**src/rtl/pin_bank_pkg.sv**
```systemverilog
package pin_bank_pkg;

    localparam int ADDR_W = 8;

    localparam logic [ADDR_W-1:0] OFS_BANK_EN  = 8'h08;
    localparam logic [ADDR_W-1:0] OFS_DIR      = 8'h10;
    localparam logic [ADDR_W-1:0] OFS_OUT      = 8'h14;
    localparam logic [ADDR_W-1:0] OFS_OUT_SET  = 8'h18;
    localparam logic [ADDR_W-1:0] OFS_OUT_CLR  = 8'h1C;
    localparam logic [ADDR_W-1:0] OFS_IN       = 8'h20;
    localparam logic [ADDR_W-1:0] OFS_RISE_SET = 8'h24;
    localparam logic [ADDR_W-1:0] OFS_RISE_CLR = 8'h28;
    localparam logic [ADDR_W-1:0] OFS_FALL_SET = 8'h2C;
    localparam logic [ADDR_W-1:0] OFS_FALL_CLR = 8'h30;
    localparam logic [ADDR_W-1:0] OFS_STAT     = 8'h34;

    // One-hot write strobes for the configuration registers
    typedef struct packed {
        logic bank_en;
        logic dir;
        logic out_wr;
        logic out_set;
        logic out_clr;
        logic rise_set;
        logic rise_clr;
        logic fall_set;
        logic fall_clr;
    } cfg_wr_t;

    function automatic cfg_wr_t decode_cfg_write(input logic we, input logic [ADDR_W-1:0] a);
        cfg_wr_t s;
        s.bank_en  = we && (a == OFS_BANK_EN);
        s.dir      = we && (a == OFS_DIR);
        s.out_wr   = we && (a == OFS_OUT);
        s.out_set  = we && (a == OFS_OUT_SET);
        s.out_clr  = we && (a == OFS_OUT_CLR);
        s.rise_set = we && (a == OFS_RISE_SET);
        s.rise_clr = we && (a == OFS_RISE_CLR);
        s.fall_set = we && (a == OFS_FALL_SET);
        s.fall_clr = we && (a == OFS_FALL_CLR);
        return s;
    endfunction

    // Write-one set / write-one clear update of a bit vector
    function automatic logic [31:0] w1_update(input logic [31:0] cur, input logic [31:0] mask,
                                              input logic do_set, input logic do_clr);
        logic [31:0] r;
        r = cur;
        if (do_set) begin
            r = r | mask;
        end else if (do_clr) begin
            r = r & ~mask;
        end
        return r;
    endfunction

endpackage

```
**src/rtl/pin_sync_edge.sv**
```systemverilog
module pin_sync_edge #(
    parameter int NPINS       = 32,
    parameter int SYNC_STAGES = 2
) (
    input  logic             clk,
    input  logic             rst_n,
    input  logic [NPINS-1:0] pin_in,
    output logic [NPINS-1:0] level,
    output logic [NPINS-1:0] rise,
    output logic [NPINS-1:0] fall
);

    localparam int CHAIN_W = SYNC_STAGES + 1;

    for (genvar i = 0; i < NPINS; i++) begin : g_pin
        logic [CHAIN_W-1:0] chain_q;

        always_ff @(posedge clk or negedge rst_n) begin
            if (!rst_n) begin
                chain_q <= '0;
            end else begin
                chain_q <= {chain_q[CHAIN_W-2:0], pin_in[i]};
            end
        end

        // chain_q[SYNC_STAGES-1] is the synchronized level,
        // chain_q[SYNC_STAGES] is that level one cycle earlier
        assign level[i] = chain_q[SYNC_STAGES-1];
        assign rise[i]  =  chain_q[SYNC_STAGES-1] & ~chain_q[SYNC_STAGES];
        assign fall[i]  = ~chain_q[SYNC_STAGES-1] &  chain_q[SYNC_STAGES];
    end

endmodule

```
**src/rtl/pin_cfg_regs.sv**
```systemverilog
module pin_cfg_regs
    import pin_bank_pkg::*;
#(
    parameter int NPINS  = 32,
    parameter int NBANKS = 2
) (
    input  logic              clk,
    input  logic              rst_n,
    input  cfg_wr_t           stb,
    input  logic [NPINS-1:0]  wdata,
    output logic [NPINS-1:0]  dir_q,
    output logic [NPINS-1:0]  out_q,
    output logic [NPINS-1:0]  rise_en_q,
    output logic [NPINS-1:0]  fall_en_q,
    output logic [NBANKS-1:0] bank_en_q
);

    logic [31:0] wide_w;
    logic [31:0] out_nx, rise_nx, fall_nx;

    always_comb begin
        wide_w = '0;
        wide_w[NPINS-1:0] = wdata;
        out_nx  = w1_update(32'(out_q),     wide_w, stb.out_set,  stb.out_clr);
        rise_nx = w1_update(32'(rise_en_q), wide_w, stb.rise_set, stb.rise_clr);
        fall_nx = w1_update(32'(fall_en_q), wide_w, stb.fall_set, stb.fall_clr);
    end

    // Direction: reset makes every pin an input (bit = 1)
    always_ff @(posedge clk or negedge rst_n) begin
        if (!rst_n) begin
            dir_q <= '1;
        end else if (stb.dir) begin
            dir_q <= wdata;
        end
    end

    // Output latch: whole-word write or masked set/clear
    always_ff @(posedge clk or negedge rst_n) begin
        if (!rst_n) begin
            out_q <= '0;
        end else if (stb.out_wr) begin
            out_q <= wdata;
        end else begin
            out_q <= out_nx[NPINS-1:0];
        end
    end

    // Trigger enables, one register per edge polarity
    always_ff @(posedge clk or negedge rst_n) begin
        if (!rst_n) begin
            rise_en_q <= '0;
            fall_en_q <= '0;
        end else begin
            rise_en_q <= rise_nx[NPINS-1:0];
            fall_en_q <= fall_nx[NPINS-1:0];
        end
    end

    always_ff @(posedge clk or negedge rst_n) begin
        if (!rst_n) begin
            bank_en_q <= '0;
        end else if (stb.bank_en) begin
            bank_en_q <= wdata[NBANKS-1:0];
        end
    end

endmodule

```
**src/rtl/pin_irq_status.sv**
```systemverilog
module pin_irq_status #(
    parameter int NPINS  = 32,
    parameter int BANK_W = 16
) (
    input  logic                      clk,
    input  logic                      rst_n,
    input  logic [NPINS-1:0]          rise,
    input  logic [NPINS-1:0]          fall,
    input  logic [NPINS-1:0]          rise_en,
    input  logic [NPINS-1:0]          fall_en,
    input  logic                      clr_stb,
    input  logic [NPINS-1:0]          clr_mask,
    input  logic [NPINS/BANK_W-1:0]   bank_en,
    output logic [NPINS-1:0]          status_q,
    output logic [NPINS/BANK_W-1:0]   irq_o
);

    localparam int NBANKS = NPINS / BANK_W;

    logic [NPINS-1:0] event_v;
    logic [NPINS-1:0] clr_v;
    logic [NPINS-1:0] status_d;

    always_comb begin
        event_v  = (rise & rise_en) | (fall & fall_en);
        clr_v    = clr_stb ? clr_mask : '0;
        // a new event overrides a coincident clear
        status_d = (status_q & ~clr_v) | event_v;
    end

    always_ff @(posedge clk or negedge rst_n) begin
        if (!rst_n) begin
            status_q <= '0;
        end else begin
            status_q <= status_d;
        end
    end

    for (genvar b = 0; b < NBANKS; b++) begin : g_bank
        assign irq_o[b] = bank_en[b] & (|status_q[b*BANK_W +: BANK_W]);
    end

endmodule

```
**src/rtl/pin_bank_ctrl.sv**
```systemverilog
module pin_bank_ctrl
    import pin_bank_pkg::*;
#(
    parameter int NPINS       = 32,
    parameter int BANK_W      = 16,
    parameter int SYNC_STAGES = 2
) (
    input  logic                    clk,
    input  logic                    rst_n,
    input  logic                    bus_sel,
    input  logic                    bus_wr,
    input  logic [ADDR_W-1:0]       bus_addr,
    input  logic [NPINS-1:0]        bus_wdata,
    output logic [NPINS-1:0]        bus_rdata,
    input  logic [NPINS-1:0]        pin_in,
    output logic [NPINS-1:0]        pin_out,
    output logic [NPINS-1:0]        pin_oe,
    output logic [NPINS/BANK_W-1:0] irq_o
);

    localparam int NBANKS = NPINS / BANK_W;

    logic              we;
    cfg_wr_t           cfg_stb;
    logic              stat_clr;
    logic [NPINS-1:0]  dir_q, out_q, rise_en_q, fall_en_q, status_q;
    logic [NBANKS-1:0] bank_en_q;
    logic [NPINS-1:0]  in_level, in_rise, in_fall;

    assign we       = bus_sel & bus_wr;
    assign cfg_stb  = decode_cfg_write(we, bus_addr);
    assign stat_clr = we && (bus_addr == OFS_STAT);

    pin_sync_edge #(
        .NPINS       (NPINS),
        .SYNC_STAGES (SYNC_STAGES)
    ) u_sync (
        .clk    (clk),
        .rst_n  (rst_n),
        .pin_in (pin_in),
        .level  (in_level),
        .rise   (in_rise),
        .fall   (in_fall)
    );

    pin_cfg_regs #(
        .NPINS  (NPINS),
        .NBANKS (NBANKS)
    ) u_cfg (
        .clk       (clk),
        .rst_n     (rst_n),
        .stb       (cfg_stb),
        .wdata     (bus_wdata),
        .dir_q     (dir_q),
        .out_q     (out_q),
        .rise_en_q (rise_en_q),
        .fall_en_q (fall_en_q),
        .bank_en_q (bank_en_q)
    );

    pin_irq_status #(
        .NPINS  (NPINS),
        .BANK_W (BANK_W)
    ) u_irq (
        .clk      (clk),
        .rst_n    (rst_n),
        .rise     (in_rise),
        .fall     (in_fall),
        .rise_en  (rise_en_q),
        .fall_en  (fall_en_q),
        .clr_stb  (stat_clr),
        .clr_mask (bus_wdata),
        .bank_en  (bank_en_q),
        .status_q (status_q),
        .irq_o    (irq_o)
    );

    assign pin_out = out_q;
    assign pin_oe  = ~dir_q;

    // Single-cycle read multiplexer
    always_comb begin
        bus_rdata = '0;
        unique case (bus_addr)
            OFS_BANK_EN:                       bus_rdata[NBANKS-1:0] = bank_en_q;
            OFS_DIR:                           bus_rdata = dir_q;
            OFS_OUT, OFS_OUT_SET, OFS_OUT_CLR: bus_rdata = out_q;
            OFS_IN:                            bus_rdata = in_level;
            OFS_RISE_SET, OFS_RISE_CLR:        bus_rdata = rise_en_q;
            OFS_FALL_SET, OFS_FALL_CLR:        bus_rdata = fall_en_q;
            OFS_STAT:                          bus_rdata = status_q;
            default:                           bus_rdata = '0;
        endcase
    end

endmodule

```
**config.mk**
```make
export PLATFORM = sky130hd
export DESIGN_NAME = pin_bank_ctrl
export DESIGN_NICKNAME = d
export VERILOG_FILES = /design/src/rtl/pin_bank_pkg.sv /design/src/rtl/pin_sync_edge.sv /design/src/rtl/pin_cfg_regs.sv /design/src/rtl/pin_irq_status.sv /design/src/rtl/pin_bank_ctrl.sv
export SDC_FILE = /design/constraint.sdc
export NUM_CORES = 1
export LEC_CHECK = 0
export BUFFER_PORTS_ARGS = -buffer_cell sky130_fd_sc_hd__buf_2
export CORE_ASPECT_RATIO = 2
export CORE_UTILIZATION = 45
export DETAILED_ROUTE_END_ITERATION = 6
export HOLD_SLACK_MARGIN = 0.05
export PLACE_DENSITY = 0.75
export SETUP_SLACK_MARGIN = 0.3
export SYNTH_ARGS = -nofsm -noshare
export SYNTH_HDL_FRONTEND = slang
export SYNTH_SLANG_ARGS = --single-unit
```
**constraint.sdc**
```tcl
create_clock -name clk -period 2.95 [get_ports clk]
set_input_delay 0.4425 -clock clk [delete_from_list [all_inputs] [get_ports clk]]
set_output_delay 0.4425 -clock clk [all_outputs]
set_load 0.005 [all_outputs]
```
Word-level counts from Yosys, hierarchy flattened
Index checks and enable logic that the tools add are counted.
{"block": "classes", "eq_ne": 11, "muxes": 10, "bitwise_logic": 145, "reduce_logical": 18}
{"op": "32-bit 2-to-1 mux", "count": 8}
{"op": "32-bit bitwise AND", "count": 6}
{"op": "30-bit case mux with 6 select lines", "count": 1}
{"op": "32-bit OR", "count": 5}
{"op": "32-bit NOT", "count": 3}
{"op": "1-bit bitwise AND", "count": 67}
{"op": "1-bit NOT", "count": 64}
{"op": "8-bit by 6-bit equality test with 1-bit output (second input constant)", "count": 6}
{"op": "8-bit by 5-bit equality test with 1-bit output (second input constant)", "count": 4}
{"op": "16-bit OR reduction", "count": 2}
{"op": "2-bit case mux with 7 select lines", "count": 1}
{"op": "1-bit logical AND", "count": 10}
{"op": "8-bit by 4-bit equality test with 1-bit output (second input constant)", "count": 1}
{"op": "2-bit nonzero test", "count": 2}
{"op": "2-bit OR reduction", "count": 2}
{"op": "3-bit nonzero test", "count": 1}
{"op": "3-bit OR reduction", "count": 1}
{"block": "totals", "register_bits": 258, "in_bits": 76, "out_inout_bits": 98, "word_cells": 222}

Depth between registers and ports, before layout
{"block": "logic_depth", "depth_word": 6, "mapped_depth": 7}

Cells and area by module
A second synthesis with hierarchy kept.
{"block": "unflattened", "cells_unflattened": 937, "hier_area_um2": 11504.8}
{"module": "pin_cfg_regs", "instances": 1, "cells_per_inst": 384, "area_per_inst_um2": 5082.4, "seq_area_each_um2": 3293.2}
{"module": "pin_sync_edge", "instances": 1, "cells_per_inst": 192, "area_per_inst_um2": 3203.1, "seq_area_each_um2": 2402.3}
{"module": "pin_bank_ctrl", "instances": 1, "cells_per_inst": 250, "area_per_inst_um2": 1674.1, "seq_area_each_um2": 0.0}
{"module": "pin_irq_status", "instances": 1, "cells_per_inst": 111, "area_per_inst_um2": 1545.2, "seq_area_each_um2": 800.8}

Worst setup path after synthesis
Ideal clock, no wire load.
{"block": "synth_timing", "kind": "input to output", "start": "in bus_addr[3]", "end": "out bus_rdata[10]", "arrival_time_ps": 1984, "path_slack_ps": 524, "stages": 6, "path_buffers": 2, "path_cell_list": "buf_2 > nor2_1 > buf_2 > mux2_2 > a22oi_1 > nand3_1"}
{"block": "synth_via", "elab_chain_len": 3}
{"item": "start: declaration", "line_no": "pin_bank_ctrl.sv:12", "rtl": "input logic [ADDR_W-1:0] bus_addr,"}
{"item": "8-bit by 5-bit equality test with 1-bit output or 8-bit by 6-bit equality test with 1-bit output (tied branches)", "line_no": "pin_bank_ctrl.sv:84", "rtl": "unique case (bus_addr)"}
{"item": "3-bit OR reduction or 2-bit OR reduction (tied branches)", "line_no": "pin_bank_ctrl.sv:84"}
{"item": "30-bit case mux with 6 select lines (*)", "line_no": "pin_bank_ctrl.sv:84"}
{"item": "end: declaration", "line_no": "pin_bank_ctrl.sv:14", "rtl": "output logic [NPINS-1:0] bus_rdata,"}
Every way passes the cells marked *; elsewhere a longest branch is shown, timed or not.

Final worst setup path
{"block": "layout_timing", "start": "in bus_addr[1]", "end": "out bus_rdata[7]"}
Same word-level chain as after synthesis.

==> impl_metrics.toml <==
[timing]
timing.slew.headroom_pct = 61.68
rsz0062_at_grt = "yes"
skew_ns = 0.009773
maxClockFrequency_ghz = 0.3769
final.period_utilization_pct = 89.94
finalSetupViolCount = 0
drv_slew = 0
timing_hold_violations_final = 0
worstMarginPinSlew_ns = 0.5748
period_needed_ns = 2.653
hold_ws_ns = 0.2042

[cts]
htreeDepth = 1
clk_transition_reported_paths_ns = 0.06
numCtsBuffers = 24
cts-root-buf = "clkbuf_16"
clk_latency_ns = 0.53
clock-sinks = 258
clockBufferDepth = 3
cts_tree = "built"

[synthesis]
syn_area_per_cell_um2 = 11.11
syn_inst = 980
ys_seq_area_share_pct = 59.69
ys_ff_latch = 258
synth_cell_types = 43
async_flop_share_pct = 100.0
synth_nets = 1056
synth-edff-count = 0
syn-cell-area_mm2 = 0.01088
synth-main-ff-cell = "dfrtp_1"
yosys_warnings = 0

[detailed_routing]
routed_via_density = 5.960
wl_met1_um = 12500
vias = 9077
wl_met3_um = 1869
drc_errors = 9
highest_layer = "met4"
wl_per_cell_um = 23.03
routed-wl-met2_um = 18320
firstDrtPassIters = 7
wirelength_um = 35080
drtIter0Drc = 668
final_antenna_net_count = 0

[worst_setup_path]
end_kind = "primary output"
critPathKind = "primary input to primary output"
crit_chain = "buf_6 > buf_6 > or4_4 > a211oi_4 > buf_6 > buf_8 > a22oi_2 > o211ai_1 > buf_2"
cpPeakStageDelay_ns = 0.58
worstPathMaxFanout = 6
required_ns = 2.51
cpMostUsedCell = "buf_6"
cp-start-kind = "primary input"
cp.arrival_ns = 2.21
slowest_stage = "or4_4"

[floorplan]
initial_core_util_pct = 45.69
fp.dieW_um = 112.0
io-pin-count = 174
rows = 80
dieArea_mm2 = 0.02485
core-area_mm2 = 0.02382
fp.dieH_um = 221.9

[flow_run]
cap_violations = 0

[grt]
grt_first_pass_wirelength_um = 52360
grt_max_degree = 104
antenna_found_initial = 1
track_usage_pct = 27.80
overflow = 0
first_global_vias = 9225

[power_and_ir_drop]
leakage_nw = 5.998
powerDensity_mw_per_mm2 = 545.5
ir_worst_vdd_uv = 458.0
p_total_w = 0.007485

[final_layout]
drive_above_1_share_pct = 30.04
final_nets = 1295
area_growth_pct = 26.06

[status]
outcome = "complete, but fails checks"
violations = "design-rule violations"

[placed_design]
dp_hpwl_um = 22870
place_congestion = 0.8677
portBuffers = 173

[hold_path]
min_path_type = "primary input to register"
## stage by stage
step	utilization (%)	std cells	setup slack, ns	instance area, um2	TNS [ns]
detailed placement	51.90	1436	-0.2754	12360	-2.817
finish	57.59	1523	0.2967	13720	0
global placement	51.90	1436	-0.2181	12360	-2.118
global route	57.59	1523	0.2767	13720	0
CTS	56.76	1511	0.3015	13520	0
floorplan	-	980	0.5237	10880	0
## cell type report
cell class	count	area [um2]
Sequential cell	258	6496
Inverter	65	244.0
Tap cell	287	359.1
Clock inverter	7	112.6
Timing Repair Buffer	267	1821
Antenna cell	1	2.502
Fill cell	2040	10100
Multi-Input combinational cell	603	3993
Clock buffer	35	693.2
## routing by layer
layer,vias to the layer above,track usage [%]
li1,3984,-
met5,-,0
met2,449,49.89
met1,4510,30.84
met3,134,2.843
met4,0,18.45
## placed cells by master, fill, tap and decap left out, types with 5 or more instances in the layout
| master | count |
|---|---|
| a22o_1 | 74 |
| dlygate4sd3_1 | 33 |
| buf_2 | 170 |
| nand3_1 | 30 |
| buf_4 | 45 |
| a22oi_1 | 61 |
| nand3b_1 | 36 |
| inv_1 | 65 |
| clkbuf_1 | 7 |
| a32o_1 | 5 |
| nor4_1 | 9 |
| o211ai_1 | 34 |
| nand2_1 | 159 |
| clkbuf_16 | 27 |
| dfrtp_1 | 226 |
| buf_6 | 9 |
| buf_12 | 6 |
| o21ai_0 | 100 |
| mux2_2 | 48 |
| dfstp_2 | 32 |
## timing repair
action	CTS	global route
hold buffers	31	2
hold endpoints to repair	59	2
resized for setup	6	17
setup endpoints to repair	32	16
gates cloned	0	4
pin swaps	1	11
buffers inserted	2	5
## power by group
part | switching, W | internal [W] | total (W)
registers | 0.000101 | 0.00367 | 0.00378
clock network | 0.00135 | 0.00189 | 0.00324
logic | 0.000267 | 0.000202 | 0.000468
## final timing paths
check	start	slack (ns)	cells after the start	to
worst max-delay path	bus_addr[1]	0.30	9	bus_rdata[7]
worst min-delay path	bus_wdata[12]	0.20	3	u_cfg.dir_q[12]$_DFFE_PN1P_
worst max register to register	u_sync.g_pin[0].chain_q[1]$_DFF_PN0_	2.11	2	u_irq.status_q[0]$_DFF_PN0_
worst min register to register	u_sync.g_pin[0].chain_q[0]$_DFF_PN0_	0.35	0	u_sync.g_pin[0].chain_q[1]$_DFF_PN0_
max in group asynchronous	rst_n	1.72	3	asynchronous set/reset pin
min in group asynchronous	rst_n	0.37	2	asynchronous set/reset pin
## critical path, delay by kind of cell
family	cells	cell delay, ns
AOI/OAI and AO/OA	3	0.45
and+or+nand+nor	1	0.58
buffers and inverters	5	0.72
## Yosys cell counts, drive strengths merged (4+ instances only)
| library cell | instances | area [um2] |
|---|---|---|
| and2 | 4 | 25.03 |
| nor2 | 4 | 17.52 |
| a22o | 74 | 648.1 |
| nand3b | 36 | 270.3 |
| buf | 22 | 130.1 |
| inv | 65 | 244.0 |
| nand3 | 33 | 165.2 |
| a32o | 5 | 50.05 |
| nand2 | 159 | 596.8 |
| dfrtp | 226 | 5655 |
| o211ai | 34 | 255.2 |
| clkbuf | 32 | 120.1 |
| a22oi | 64 | 480.5 |
| o21ai | 100 | 500.5 |
| dfstp | 32 | 840.8 |
| mux2 | 48 | 540.5 |
| nor4 | 11 | 83.83 |
## kinds of logic (layout without fill, tap and decap cells)
family	after synthesis	count (layout)	synth area share, %
buf+inv	119	374	4.541
mux	50	50	5.150
simple gates	271	271	12.36
flops	258	258	59.69
xor+xnor	1	1	0.08048
compound gates	281	281	18.19
other cells	0	1	0
Note: power is estimated with default switching activity, not from simulation.
